**config.mk**
```make
export PLATFORM = sky130hd
export DESIGN_NAME = hpclk_gen
export DESIGN_NICKNAME = d
export VERILOG_FILES = /design/src/rtl/hpclk_pkg.sv /design/src/rtl/hpclk_cfg_ctrl.sv /design/src/rtl/hpclk_prediv.sv /design/src/rtl/hpclk_postdiv.sv /design/src/rtl/hpclk_gen.sv
export SDC_FILE = /design/constraint.sdc
export NUM_CORES = 1
export LEC_CHECK = 0
export CAP_MARGIN = 25
export CORE_MARGIN = 1
export CORE_UTILIZATION = 45
export DETAILED_ROUTE_END_ITERATION = 16
export SYNTH_ARGS = -nofsm -noshare
export SYNTH_HDL_FRONTEND = slang
export SYNTH_SLANG_ARGS = --single-unit
```
**constraint.sdc**
```tcl
create_clock -name clk_i -period 3.6 [get_ports clk_i]
set_clock_uncertainty 0.05 [all_clocks]
set_input_delay 0.54 -clock clk_i [delete_from_list [all_inputs] [get_ports clk_i]]
set_output_delay 0.54 -clock clk_i [all_outputs]
set_load 0.05 [all_outputs]
```
**src/rtl/hpclk_pkg.sv**
```systemverilog
package hpclk_pkg;
  localparam int N_SRC  = 3;
  localparam int SRC_W  = $clog2(N_SRC);
  localparam int DIV_W  = 7;
  localparam int CODE_W = 2;
  localparam int RSV_W  = 4;
  localparam int CFG_W  = 2 + RSV_W + CODE_W + DIV_W;
  localparam int PRE_W  = 3;
  localparam int PRE_BIAS = 3;

  typedef struct packed {
    logic              ext_sel;
    logic              pll_sel;
    logic [RSV_W-1:0]  rsvd;
    logic [CODE_W-1:0] code;
    logic [DIV_W-1:0]  div;
  } cfg_t;

  function automatic logic cfg_valid(cfg_t c);
    return (c.code != '0) && (c.div >= DIV_W'(2));
  endfunction

  // predivider length in doubled-rate ticks
  function automatic logic [PRE_W-1:0] pre_len(cfg_t c);
    return PRE_W'(c.code) + PRE_W'(PRE_BIAS);
  endfunction

  function automatic logic [SRC_W-1:0] src_idx(cfg_t c);
    if (!c.ext_sel) return SRC_W'(0);
    return c.pll_sel ? SRC_W'(2) : SRC_W'(1);
  endfunction
endpackage

```
**src/rtl/hpclk_cfg_ctrl.sv**
```systemverilog
module hpclk_cfg_ctrl
  import hpclk_pkg::*;
(
  input  logic             clk_i,
  input  logic             rst_ni,
  input  logic             cfg_wr_i,
  input  logic [CFG_W-1:0] cfg_i,
  input  logic             en_i,
  input  logic             wrap_i,
  output cfg_t             act_o,
  output logic             run_o,
  output logic             apply_o
);
  cfg_t pend_q, act_q;
  logic dirty_q;

  assign run_o   = en_i && cfg_valid(act_q);
  // swap only at a period boundary, or at once when idle
  assign apply_o = dirty_q && (wrap_i || !run_o);
  assign act_o   = act_q;

  always_ff @(posedge clk_i or negedge rst_ni) begin
    if (!rst_ni) begin
      pend_q  <= '0;
      act_q   <= '0;
      dirty_q <= 1'b0;
    end else begin
      if (apply_o) act_q <= pend_q;
      if (cfg_wr_i) begin
        pend_q  <= cfg_t'(cfg_i);
        dirty_q <= 1'b1;
      end else if (apply_o) begin
        dirty_q <= 1'b0;
      end
    end
  end
endmodule

```
**src/rtl/hpclk_prediv.sv**
```systemverilog
module hpclk_prediv
  import hpclk_pkg::*;
(
  input  logic             clk_i,
  input  logic             rst_ni,
  input  logic             run_i,
  input  logic             clr_i,
  input  logic             tick_i,
  input  logic [PRE_W-1:0] len_i,
  output logic             pre_tick_o
);
  logic [PRE_W-1:0] cnt_q;
  logic             last;

  assign last = (cnt_q == len_i - 1'b1);

  always_ff @(posedge clk_i or negedge rst_ni) begin
    if (!rst_ni) begin
      cnt_q      <= '0;
      pre_tick_o <= 1'b0;
    end else if (!run_i || clr_i) begin
      cnt_q      <= '0;
      pre_tick_o <= 1'b0;
    end else if (tick_i) begin
      cnt_q      <= last ? '0 : cnt_q + 1'b1;
      pre_tick_o <= last;
    end else begin
      pre_tick_o <= 1'b0;
    end
  end
endmodule

```
**src/rtl/hpclk_postdiv.sv**
```systemverilog
module hpclk_postdiv
  import hpclk_pkg::*;
(
  input  logic             clk_i,
  input  logic             rst_ni,
  input  logic             run_i,
  input  logic             pre_tick_i,
  input  logic [DIV_W-1:0] div_i,
  output logic             wrap_o,
  output logic             tick_o,
  output logic             sq_o
);
  logic [DIV_W-1:0] cnt_q, cnt_nx;
  logic [DIV_W:0]   hi_len;

  assign wrap_o = run_i && pre_tick_i && (cnt_q == div_i - 1'b1);
  assign cnt_nx = wrap_o ? '0 : cnt_q + 1'b1;
  assign hi_len = ({1'b0, div_i} + 1'b1) >> 1;

  always_ff @(posedge clk_i or negedge rst_ni) begin
    if (!rst_ni) begin
      cnt_q  <= '0;
      tick_o <= 1'b0;
      sq_o   <= 1'b0;
    end else if (!run_i) begin
      cnt_q  <= '0;
      tick_o <= 1'b0;
      sq_o   <= 1'b0;
    end else if (pre_tick_i) begin
      cnt_q  <= cnt_nx;
      tick_o <= wrap_o;
      sq_o   <= ({1'b0, cnt_nx} < hi_len);
    end else begin
      tick_o <= 1'b0;
    end
  end
endmodule

```
**src/rtl/hpclk_gen.sv**
```systemverilog
module hpclk_gen
  import hpclk_pkg::*;
(
  input  logic             clk_i,
  input  logic             rst_ni,
  input  logic [N_SRC-1:0] src_tick_i,
  input  logic             en_i,
  input  logic             cfg_wr_i,
  input  logic [CFG_W-1:0] cfg_i,
  output logic             pix_tick_o,
  output logic             pix_clk_o
);
  cfg_t             act_cfg;
  logic             run, apply, wrap, pre_tick, sel_tick;
  logic [N_SRC-1:0] src_gate;

  hpclk_cfg_ctrl u_cfg (
    .clk_i   (clk_i),
    .rst_ni  (rst_ni),
    .cfg_wr_i(cfg_wr_i),
    .cfg_i   (cfg_i),
    .en_i    (en_i),
    .wrap_i  (wrap),
    .act_o   (act_cfg),
    .run_o   (run),
    .apply_o (apply)
  );

  for (genvar g = 0; g < N_SRC; g++) begin : g_src
    assign src_gate[g] = src_tick_i[g] && (src_idx(act_cfg) == SRC_W'(g));
  end
  assign sel_tick = |src_gate;

  hpclk_prediv u_pre (
    .clk_i     (clk_i),
    .rst_ni    (rst_ni),
    .run_i     (run),
    .clr_i     (apply),
    .tick_i    (sel_tick),
    .len_i     (pre_len(act_cfg)),
    .pre_tick_o(pre_tick)
  );

  hpclk_postdiv u_post (
    .clk_i     (clk_i),
    .rst_ni    (rst_ni),
    .run_i     (run),
    .pre_tick_i(pre_tick),
    .div_i     (act_cfg.div),
    .wrap_o    (wrap),
    .tick_o    (pix_tick_o),
    .sq_o      (pix_clk_o)
  );
endmodule

```
==> metrics.yaml, run 1 <==
layout_min_cycle_time_ns: 3.321
slew_headroom: 0.4244
async_reset_ff_frac: 1.000
worstPathMaxFanout: 5
final_antenna_net_count: 0
worst_pin_slew_ns: 0.8624
synthCells: 285
syn_area_per_cell_um2: 9.105
core_um2: 5540
synth-edff-count: 0
ys_seq_elements: 36
yosysSeqAreaShare: 0.3472
totalWireLength_um: 6270
cts_setup_buffers: 0
h-tree-depth: 2
cpLargestDelayFamily: "simple AND/OR/NAND/NOR gates"
die_x_um: 77.94
synthToLayoutAreaGrowth_pct: 13.69
setup_viol: 0
power.leakage_nw: 1.160
ys.flop_type: "dfrtp_1"
io_buffers: 19
nets: 325
die_area_um2: 6075
status: "completed"
min_path_type: "in -> async"
die_h_um: 77.94
place_area_um2: 2811
synth_area_um2: 2595
final_util: 0.5325
worstPathArrival_ns: 3.51
placedCellCount: 356
syn-num-nets: 318
fmax_mhz: 301.1
vias: 2225
antenna_found_initial: 0
start_kind: "register"
grt_setup_unrepaired: "false"
ioPinCount: 24
postCtsResizedCells: 0
diodes: 0
dp_hpwl_um: 4194
ir_drop_uv: 226.9
grt-ovfl-total: 0
drc_errors: 0
drive_gt1_frac: 0.1229
max-cap-violations: 0
start_util: 0.4684
routedWlPerCell_um: 17.18
crit_path_top_delay_cell: "or4_1"
numCtsBuffers: 5
synthDistinctLibCells: 55
cp_cell_sequence: "inv_1 -> ha_1 -> or3b_1 -> or4_1 -> and4_1 -> nand3_1 -> o22a_1 -> ha_1 -> a21o_1 -> a2111oi_0 -> a32o_1"
globalplace.congestion: 0.8310
critPathCaptureType: "register"
crit_buf_inv: 1
path_common_cell: "ha_1"
grt_pass1_wl_um: 10870
final-hold-violation-count: 0
clock_path_buffers: 2
yosysWarnings: 0
design_area_um2: 2950
grt_pass1_vias: 2171
clockRootBuffer: "clkbuf_8"
cts_tree: "done"
clk_latency_ns: 0.30
numClockSinks: 36
clk_pin_slew_ns: 0.08
slowest_delay_ns: 0.49
grt_max_degree: 39
period_share: 0.9224
viasPerCell: 6.096
rows: 27
slew_viol_final: 0
cp.required_ns: 3.79
final-instance-count-excl-fill: 365
powerDensity_nw_per_um2: 459.4
drtPass1Iterations: 4
drtIter0Drc: 98
holdBufCountCts: 0
tns_ns: 0
critPathKind: "reg -> reg"
grtUsageTotal: 0.2322
[path summary, 6_finish.rpt]
path / to / cells past startpoint / slack, ns / from
max in group asynchronous: u_cfg.act_o[2]$_DFFE_PN0P_ / 1 / 2.69 / rst_ni
min in group clk_i: u_cfg.pend_q[2]$_DFFE_PN0P_ / 1 / 0.48 / u_cfg.pend_q[2]$_DFFE_PN0P_
setup reg to reg: u_post.sq_o$_DFFE_PN0P_ / 11 / 0.28 / u_cfg.act_o[0]$_DFFE_PN0P_
setup / recovery: u_post.sq_o$_DFFE_PN0P_ / 11 / 0.28 / u_cfg.act_o[0]$_DFFE_PN0P_
hold / removal: u_post.cnt_q[2]$_DFFE_PN0P_ / 1 / 0.29 / rst_ni
hold reg to reg: u_cfg.pend_q[2]$_DFFE_PN0P_ / 1 / 0.48 / u_cfg.pend_q[2]$_DFFE_PN0P_
[cell type report]
cell class	instances	area, um^2
fillers	531	2590
multi-input cells	211	1521
flip-flops and latches	36	900.9
repair buffers	29	292.8
well taps	72	90.09
clock buffers	5	68.82
clock inverters	3	42.54
inverters	9	33.78
[state kept, by name, indices dropped and copies added, names as in the netlist]
| signal | cells |
|---|---|
| u_pre.cnt_q | 3 |
| u_cfg.act_o | 11 |
| u_cfg.pend_q | 11 |
| u_post.sq_o | 1 |
| u_post.cnt_q | 7 |
| u_post.tick_o | 1 |
| u_cfg.dirty_q | 1 |
| u_pre.pre_tick_o | 1 |
[routing by layer]
metal	vias to the layer above	share of wire	track usage
met1	1084	0.49	0.3166
met2	47	0.46	0.3699
li1	1090	-	-
met3	4	0.042	0.05294
met5	-	0	0
met4	0	0.0078	0.06111
[metrics by stage]
step	worst slack [ns]	total power (W)	hold slack, ns
CTS	0.2519	0.001359	0.3232
finish	0.2793	0.001355	0.2871
global placement	0.3097	0.0009780	0.4645
detailed placement	0.2685	0.0009883	0.4766
global route	0.06251	0.001451	0.3612
floorplan	0.2922	0.0008680	0.1944
[worst register-to-register path, cell delays in order, from the launching register on]
cell       delay, ns
dfrtp_1         0.39
inv_1           0.12
ha_1            0.23
or3b_1          0.37
or4_1           0.49
and4_1          0.25
nand3_1         0.23
o22a_1          0.18
ha_1            0.24
a21o_1          0.15
a2111oi_0       0.40
a32o_1          0.17
[where the power goes]
group	switching, W	leakage [nW]	total (W)	internal (W)
sequential	0.0000696	0.434	0.000525	0.000455
clock	0.000162	0.0541	0.000367	0.000205
combinational	0.000246	0.671	0.000464	0.000218
[cell usage after synthesis, types with 7 or more instances]
master,count,share of area
nand3_1,24,0.046
nor2b_1,7,0.017
mux2_2,12,0.052
nand2_1,20,0.029
dfrtp_1,36,0.35
clkbuf_1,16,0.023
a311oi_1,8,0.027
xor2_1,8,0.027
nor3_1,12,0.023
inv_1,9,0.013
a21oi_1,8,0.015
ha_1,11,0.053
o211ai_1,16,0.046
xnor2_1,9,0.030
[kinds of logic after synthesis]
kind of cell | count (synthesis) | synth area share
AND/OR/NAND/NOR | 90 | 0.1827
AO/OA/AOI/OAI | 80 | 0.2343
buffers and inverters | 38 | 0.06943
flip-flops | 36 | 0.3472
XOR/XNOR | 17 | 0.05738
multiplexers | 13 | 0.05593
adder cells (fa/ha/maj) | 11 | 0.05304
[cell usage in the layout (no fill, tap or decap), types with 2 or more instances in the layout]
master           count
o22a_1               2
nor2b_1              7
o21ai_0              3
o22ai_1              3
a21boi_0             2
nor4_1               2
nor2_1               6
nand3b_1             2
mux2_2              12
nand2_1             20
a311oi_1             8
clkbuf_8             5
xnor2_1              9
buf_4                8
a31oi_1              6
o31ai_1              2
dfrtp_1             36
and3_1               5
o221ai_1             5
o21bai_1             2
a21oi_1              8
o21a_1               4
xor2_1               8
clkdlybuf4s50_1     18
nand3_1             24
nand4_1              3
a311o_1              5
a21o_1               2
o211ai_1            16
a22oi_1              2
nor3_1              12
inv_1                9
ha_1                11
No activity file was read; power rests on OpenSTA's default activity.
==> inputs of run 2 (changes only) <==
CORE_ASPECT_RATIO = 1.4   (was not set)
clock period = 3.2 ns   (was 3.6 ns; I/O delays follow)
==> run 2 against run 1 <==
Against the previous run:
- critical path type unchanged
- flip-flop and latch count unchanged
- critical endpoint unchanged
- cell area up 3.1%
- largest cell class unchanged
- worst hold slack got worse by 0.060 ns
- clock power decreased by 12%
==> metrics.yaml, run 2 (synthesis gave the netlist of run 1 again) <==
drc_errors: 0  # unchanged
worstPathMaxFanout: 4  # -1
min_path_type: "in -> async"
power.leakage_nw: 1.201  # +3.6%
slowest_delay_ns: 0.49  # about the same
worst_pin_slew_ns: 0.8434  # -0.01903 ns
final_cell_mix: "36 x dfrtp_1, 23 x nand3_1, 20 x nand2_1, 18 x clkdlybuf4s50_1"
max-cap-violations: 0  # unchanged
place_area_um2: 2858  # +1.6%
die_x_um: 66.18  # -15%
cp_cell_sequence: "inv_2 -> ha_4 -> or3b_4 -> or4_4 -> nand4_1 -> nor2_2 -> a31oi_1 -> ha_1 -> a21o_1 -> a21o_1 -> a2111oi_4 -> a32o_1"
cts_tree: "done"
setup_viol: 0  # unchanged
final_common_cell: "dfrtp_1"
reg2reg_from: "u_cfg.act_o[1]$_DFFE_PN0P_"
drive_gt1_frac: 0.1794  # +0.05654
critPathCaptureType: "register"
vias: 2283  # +2.6%
clk_latency_ns: 0.29  # about the same
start_kind: "register"
totalWireLength_um: 6061  # -3.3%
crit_path_top_delay_cell: "or4_4"
numClockSinks: 36  # unchanged
design_area_um2: 3043  # +3.1%
path_common_cell: "a21o_1"
fillCellCount: 495  # -6.8%
placedCellCount: 359  # +0.84%
die_area_um2: 6079  # about the same
final-instance-count-excl-fill: 369  # +1.1%
layout_setup_ws_ns: 0.1150  # -0.1643 ns
drtIter0Drc: 149  # +52%
grtUsageTotal: 0.2216  # -0.01063
reg2reg_depth: 12  # +1
core_um2: 5525  # -0.27%
final_util: 0.5507  # +0.01821
nets: 333  # +2.5%
grt-ovfl-total: 0  # unchanged
final-hold-violation-count: 0  # unchanged
clockRootBuffer: "clkbuf_8"
die_h_um: 91.85  # +18%
antenna_found_initial: 0  # unchanged
reg2reg_to: "u_post.sq_o$_DFFE_PN0P_"
grt_pass1_wl_um: 10500  # -3.4%
critPathKind: "reg -> reg"
clk_pin_slew_ns: 0.08  # about the same
slew_viol_final: 0  # unchanged
synthToLayoutAreaGrowth_pct: 17.26
slew_headroom: 0.4371  # +0.01270
grt_pass1_vias: 2226  # +2.5%
diodes: 0  # unchanged
worstPathArrival_ns: 3.27  # -0.24 ns
ir_drop_uv: 268.8  # +18%
ioPinCount: 24  # unchanged
h-tree-depth: 2  # unchanged
start_util: 0.4697  # +0.001273
drtPass1Iterations: 4  # unchanged
dp_hpwl_um: 4281  # +2.1%
grt_max_degree: 39  # unchanged
place_ws_ns: 0.01240  # -0.2561 ns
viasPerCell: 6.187  # +1.5%
rows: 32  # +19%
io_buffers: 19  # unchanged
powerDensity_nw_per_um2: 485.0  # +5.6%
routedWlPerCell_um: 16.43  # -4.4%
status: "completed"
period_share: 0.9641  # +0.04164
fmax_mhz: 324.1  # +7.6%
rrSetupSlack_ns: 0.11  # -0.16 ns
final_antenna_net_count: 0  # unchanged
layout_min_cycle_time_ns: 3.085  # -0.2357 ns
numCtsBuffers: 5  # unchanged
globalplace.congestion: 0.8196  # -1.4%
cp.required_ns: 3.38  # -0.41 ns
clock_path_buffers: 2  # unchanged
-- run 2: cell types whose count changed in the layout (fill, tap and decap cells not counted), sizes merged --
cell,before,now
bufinv,1,0
clkbuf,5,7
buf,11,19
clkinvlp,1,0
-- run 2: final cells by class --
class,count,area (um^2),area share
clock inverter,1,8.758,0.002878
tap,68,85.08,0.02796
clock buffer,7,76.32,0.02508
inverter,9,33.78,0.01110
multi-input combinational,211,1594,0.5238
timing repair buffer,37,344.1,0.1131
sequential,36,900.9,0.2961
-- run 2: power by group --
part / switching (W) / internal, W / total, W
clock: 0.000167 / 0.000156 / 0.000323
combinational: 0.000291 / 0.000276 / 0.000566
sequential: 0.0000748 / 0.000512 / 0.000587
-- run 2: what timing repair did --
| item | 4_1_cts | 5_1_grt |
|---|---|---|
| hold buffers | 0 | 0 |
| resized for setup | 1 | 12 |
| pin swaps | 0 | 8 |
| endpoints found under the setup margin | 1 | 1 |
| setup buffers | 0 | 1 |
-- run 2: critical path: cells and delay by family, from the launching register on --
| kind | cells | cell delay [ns] |
|---|---|---|
| flip-flops | 1 | 0.40 |
| buffers and inverters | 1 | 0.09 |
| AND/OR/NAND/NOR | 4 | 1.09 |
| adder cells (fa/ha/maj) | 2 | 0.42 |
| AO/OA/AOI/OAI | 5 | 0.98 |
-- run 2: stage by stage --
stage,total power [W],hold WS [ns],TNS [ns]
floorplan,0.0009827,0.1344,0
global placement,0.001113,0.4596,0
detailed placement,0.001124,0.4700,0
CTS,0.001452,0.2657,0
global route,0.001583,0.3104,-0.01380
finish,0.001476,0.2267,0
-- run 2: how the worst max path moves through the flow --
stage | from | end
finish | u_cfg.act_o[1]$_DFFE_PN0P_ | u_post.sq_o$_DFFE_PN0P_
floorplan | u_cfg.act_o[0]$_DFFE_PN0P_ | u_post.sq_o$_DFFE_PN0P_
global route | u_cfg.act_o[1]$_DFFE_PN0P_ | u_post.sq_o$_DFFE_PN0P_
CTS | u_cfg.act_o[0]$_DFFE_PN0P_ | u_post.sq_o$_DFFE_PN0P_
global placement | u_cfg.act_o[1]$_DFFE_PN0P_ | u_post.sq_o$_DFFE_PN0P_
detailed placement | u_cfg.act_o[1]$_DFFE_PN0P_ | u_post.sq_o$_DFFE_PN0P_
-- run 2: layer usage --
metal / GRT usage / up-vias / routed length, um
met2: 0.3835 / 48 / 3182
met3: 0.02985 / 9 / 159
li1: - / 1115 / -
met5: 0 / - / 0
met4: 0.07624 / 0 / 101
met1: 0.2759 / 1111 / 2618
